**src/rtl/split_pipe_counter_pkg.sv**
```systemverilog
// Package: split_pipe_counter_pkg
// Shared sizes for the split pipelined counter. The nibble width is fixed
// by the architecture (two halves); derived widths live here so every module
// agrees on them.
package split_pipe_counter_pkg;
    localparam int unsigned NIBBLE_W = 4;
    localparam int unsigned TOTAL_W  = 2 * NIBBLE_W;

    typedef logic [NIBBLE_W-1:0] nibble_t;
    typedef logic [TOTAL_W-1:0]  count_t;
endpackage

```
**src/rtl/split_pipe_nibble.sv**
```systemverilog
// Module: split_pipe_nibble
// One sub-counter of width W with a step enable. It also reports, from its
// registered value alone, whether the value is one below all-ones
// (LOOKAHEAD=1) or at all-ones (LOOKAHEAD=0). The look-ahead form lets a
// carry flip-flop downstream line up with the roll-over edge.
// Assumes: synchronous active-low reset; step is already qualified by enable.
module split_pipe_nibble #(
    parameter int unsigned W         = 4,
    parameter bit          LOOKAHEAD = 1'b1
) (
    input  logic         clk,
    input  logic         rst_n,
    input  logic         step,
    output logic [W-1:0] value,
    output logic         near_top
);
    localparam logic [W-1:0] TOP_VAL = {W{1'b1}};
    localparam logic [W-1:0] ONE     = {{(W-1){1'b0}}, 1'b1};

    logic [W-1:0] val_q;

    // Hold or step the nibble value; cleared by synchronous reset.
    always_ff @(posedge clk) begin
        if (!rst_n) begin
            val_q <= '0;
        end else if (step) begin
            val_q <= val_q + ONE;
        end
    end

    // Pick the compare point for the carry flag from the parameter.
    generate
        if (LOOKAHEAD) begin : g_early
            assign near_top = (val_q == (TOP_VAL - ONE));
        end else begin : g_late
            assign near_top = (val_q == TOP_VAL);
        end
    endgenerate

    assign value = val_q;
endmodule

```
**src/rtl/split_pipe_carry_reg.sv**
```systemverilog
// Module: split_pipe_carry_reg
// The pipeline flip-flop between the two nibbles. It captures the early
// carry flag only on enabled cycles, so a stall freezes it together with
// the nibble it came from.
// Assumes: synchronous active-low reset clears it.
module split_pipe_carry_reg (
    input  logic clk,
    input  logic rst_n,
    input  logic enable,
    input  logic carry_in,
    output logic carry_q
);
    logic held_q;

    // Capture the early carry on enabled cycles; hold during stalls.
    always_ff @(posedge clk) begin
        if (!rst_n) begin
            held_q <= 1'b0;
        end else if (enable) begin
            held_q <= carry_in;
        end
    end

    assign carry_q = held_q;
endmodule

```
**src/rtl/split_pipe_counter.sv**
```systemverilog
// Module: split_pipe_counter
// Top of the pipelined split counter. The low nibble counts on every
// enabled edge. Its early carry (value 14) is registered, and the register
// output, qualified by the global enable, steps the high nibble on the edge
// where the low nibble rolls 15 -> 0. No path spans more than one nibble of
// increment logic plus one gate.
// Assumes: one clock, synchronous active-low reset, free-running up count.
module split_pipe_counter
    import split_pipe_counter_pkg::*;
(
    input  logic               clk,
    input  logic               rst_n,
    input  logic               cnt_en,
    output logic [TOTAL_W-1:0] count,
    output logic               term_cnt
);
    localparam nibble_t NIB_MAX = {NIBBLE_W{1'b1}};

    nibble_t lo_val;
    nibble_t hi_val;
    logic    lo_early;
    logic    hi_early_unused;
    logic    hi_step_q;
    logic    hi_step;

    // Low half: steps whenever counting is enabled.
    split_pipe_nibble #(
        .W         (NIBBLE_W),
        .LOOKAHEAD (1'b1)
    ) lo_nib_i (
        .clk      (clk),
        .rst_n    (rst_n),
        .step     (cnt_en),
        .value    (lo_val),
        .near_top (lo_early)
    );

    // Pipeline flip-flop carrying the early carry to the high half.
    split_pipe_carry_reg carry_i (
        .clk      (clk),
        .rst_n    (rst_n),
        .enable   (cnt_en),
        .carry_in (lo_early),
        .carry_q  (hi_step_q)
    );

    // The high half steps only when the registered carry and enable agree.
    assign hi_step = hi_step_q & cnt_en;

    // High half: no carry is taken out of it, so its flag is left unused.
    split_pipe_nibble #(
        .W         (NIBBLE_W),
        .LOOKAHEAD (1'b0)
    ) hi_nib_i (
        .clk      (clk),
        .rst_n    (rst_n),
        .step     (hi_step),
        .value    (hi_val),
        .near_top (hi_early_unused)
    );

    // Join the halves and flag the all-ones value.
    always_comb begin
        count    = {hi_val, lo_val};
        term_cnt = (hi_val == NIB_MAX) && (lo_val == NIB_MAX);
    end
endmodule

```
**config.mk**
```make
export PLATFORM = sky130hd
export DESIGN_NAME = split_pipe_counter
export DESIGN_NICKNAME = d
export VERILOG_FILES = /design/src/rtl/split_pipe_counter_pkg.sv /design/src/rtl/split_pipe_nibble.sv /design/src/rtl/split_pipe_carry_reg.sv /design/src/rtl/split_pipe_counter.sv
export SDC_FILE = /design/constraint.sdc
export NUM_CORES = 1
export LEC_CHECK = 0
export ABC_AREA = 1
export CAP_MARGIN = 0
export CORE_AREA = 2 2 39 41
export DETAILED_ROUTE_END_ITERATION = 6
export DIE_AREA = 0 0 41 43
export HOLD_SLACK_MARGIN = 0.08
export PLACE_DENSITY_LB_ADDON = 0.12
export SETUP_SLACK_MARGIN = 0.4
export SYNTH_ARGS = -nofsm -noshare
export SYNTH_HDL_FRONTEND = slang
export SYNTH_SLANG_ARGS = --single-unit
```
**constraint.sdc**
```tcl
create_clock -name clk -period 1.2 [get_ports clk]
set_clock_uncertainty 0.15 [all_clocks]
set_input_delay 0.18 -clock clk [delete_from_list [all_inputs] [get_ports clk]]
set_output_delay 0.18 -clock clk [all_outputs]
set_load 0.03 [all_outputs]
```
==> flow_metrics.py <==
metrics = {
    "run_status": {
        "status": "finished with violations",
        "failed_checks": "negative setup slack",
    },
    "synth": {
        "synth_top_area_cell": "dfxtp_1",
        "ys_top_cells_by_count": "dfxtp_1 (9), nand2_1 (9), nor2_1 (8), inv_1 (6)",
        "synth_top_cell_area_share": 0.4079,
        "avgSynthCellArea_um2": 7.749,
        "synth-async-reset-ratio": 0,
        "synth-edff-count": 0,
        "netlist_instances": 57,
        "synth_fp_nets": 63,
        "yosysWarnings": 0,
        "ys_top_cells_by_area": "dfxtp_1 (41%), ha_1 (8.5%), nand2_1 (7.6%)",
        "synth_seq_cells": 9,
        "seq_area_frac_synth": 0.4079,
        "dominantRegCellSynth": "dfxtp_1",
        "ys_types": 19,
        "netlist_area_um2": 441.7,
    },
    "global_route": {
        "antenna_found_initial": 0,
        "grt_pass1_vias": 399,
        "grt_start_max_net_pins": 9,
        "grt_pass1_wl_mm": 1.642,
        "grt_overflow_total": 0,
        "grt_util_all_layers": 0.1453,
    },
    "cts": {
        "cts_tree": "yes",
        "cts_root_buf": "clkbuf_4",
        "clock_path_buffers": 2,
        "clkSlewWorstSetupHoldPaths_ns": 0.07,
        "cts-buffers-inserted": 3,
        "htree_levels": 1,
        "hold_buffers": 0,
        "clk_latency_ns": 0.26,
        "clkSinkCount": 9,
    },
    "layout": {
        "fillers": 117,
        "drive_gt1_frac": 0.6818,
        "nets": 95,
        "diodes": 0,
        "layoutNonFillerInstCount": 104,
        "areaGrowthSynthToFinish_pct": 98.02,
        "final_util": 0.6320,
    },
    "min_path": {
        "min_path_cells": 3,
        "min_path_type": "in2reg",
        "holdCritStartpoint": "rst_n",
        "whs_endpoint": "hi_nib_i.value[2]",
    },
    "sta": {
        "grt_setup_unrepaired": "true",
        "maxSlewViolCount": 0,
        "hold_violations": 0,
        "fin_ws_ns": -0.2492,
        "fin_crit_ns": 1.449,
        "hold_ws_ns": 0.2785,
        "min_period_over_period": 1.208,
        "slew_headroom": 0.7677,
        "worst_pin_slew_ns": 0.3484,
        "max_freq_ghz": 0.6900,
        "setup_viol": 3,
    },
    "drt": {
        "drtPass1Iterations": 4,
        "via_per_inst": 4.625,
        "drt_iter0_drc": 7,
        "drc_errors": 0,
        "wl_per_cell_um": 11.84,
        "vias": 481,
        "wl_mm": 1.231,
        "postRouteAntennaNets": 0,
    },
    "worst_setup_path": {
        "worstPathArrival_ns": 1.12,
        "r2r_slack_ns": -0.02,
        "r2r_end": "lo_nib_i.value[3]",
        "r2r-start": "lo_nib_i.value[0]",
        "worst_setup_path_start_kind": "flop",
        "required_ns": 0.87,
        "reg2regPathDepth": 7,
        "worstSetupPathType": "reg2out",
        "end_kind": "output port",
        "cp_max_fo": 2,
    },
    "power_and_ir_drop": {
        "power_density_mw_per_mm2": 803.0,
        "ir_drop_mv": 0.5293,
        "p_leak_nw": 0.3970,
        "finalPower_w": 0.0007023,
    },
    "placed_design": {
        "place_ws_ns": -0.2518,
        "dp_cells": 88,
        "gp_congestion": 0.6700,
        "io_buffers": 11,
        "dp_hpwl_um": 714.7,
    },
    "die": {
        "dieWidth_um": 41,
        "die_area_mm2": 0.001763,
        "start_util": 0.3192,
        "die_h_um": 43,
        "row_count": 14,
        "pin_count": 12,
        "core_region_area_mm2": 0.001384,
    },
    "run": {
        "max_cap_violations": 0,
    },
}
## worst max-delay path, cell delays in order, from the launching register on
cell and delay, ns:
dfxtp_4 0.36, ha_4 0.13, nand4_1 0.12, nor2_4 0.11, buf_6 0.13
## logic make-up after synthesis
| family | after synthesis | synth area share |
|---|---|---|
| fa+ha+maj | 3 | 0.08499 |
| flops | 9 | 0.4079 |
| compound gates | 10 | 0.1275 |
| buf+inv | 9 | 0.09629 |
| simple gates | 26 | 0.2833 |
## where the power goes
part	internal, W	switching (W)
sequential	0.000299	0.0000117
clock	0.000128	0.000114
combinational	0.0000731	0.0000762
total	0.000500	0.000202
## worst max path at each step
stage,startpoint,endpoint,slack [ns],cells after the start
finish,lo_nib_i.value[1],term_cnt,-0.25,4
global route,lo_nib_i.value[0],term_cnt,-0.30,4
CTS,lo_nib_i.value[0],term_cnt,-0.25,4
detailed placement,cnt_en,hi_nib_i.value[3],-0.25,6
global placement,cnt_en,hi_nib_i.value[3],-0.22,6
floorplan,lo_nib_i.value[0],term_cnt,-0.06,3
## state kept, by name, summed over array words and instances, names as in the netlist
signal,cells
hi_nib_i.value,4
lo_nib_i.value,4
carry_i.carry_q,1
## metrics by stage
step	TNS [ns]	instance area, µm²
finish	-0.2973	874.6
global route	-0.5608	874.6
CTS	-0.3260	772.0
detailed placement	-1.648	643.1
global placement	-1.475	643.1
floorplan	-0.06119	506.7
## cell type report
class / count / area (µm²) / share of cell area
sequential: 9 / 211.5 / 0.2418
inverter: 7 / 31.28 / 0.03577
multi-input combinational: 39 / 305.3 / 0.3491
timing repair buffer: 29 / 280.3 / 0.3205
tap: 16 / 20.02 / 0.02289
clock buffer: 4 / 26.28 / 0.03004
## metal layers
layer	vias up	wire [µm]	track usage
met5	-	0	0
met4	0	12	0.1000
met1	223	541	0.1732
met2	11	627	0.2094
met3	2	49	0.04712
li1	245	-	-
## timing repair
action                                  in CTS  in global routing
endpoints found under the setup margin      18                 18
gates resized for setup                     22                 12
buffers inserted                             5                  7
endpoints found under the hold margin        0                  0
pin swaps                                    9                  3
## layout by cell type, fill, tap and decap left out, drive strengths merged
master	n
inv	7
nor3	1
dlygate4sd2	2
nand3	3
nor2	10
clkbuf	4
nand2	11
dfxtp	9
nand4	1
o211ai	1
o21ai	4
ha	3
a21oi	5
buf	27
Note: power is estimated with default switching activity, not from simulation.
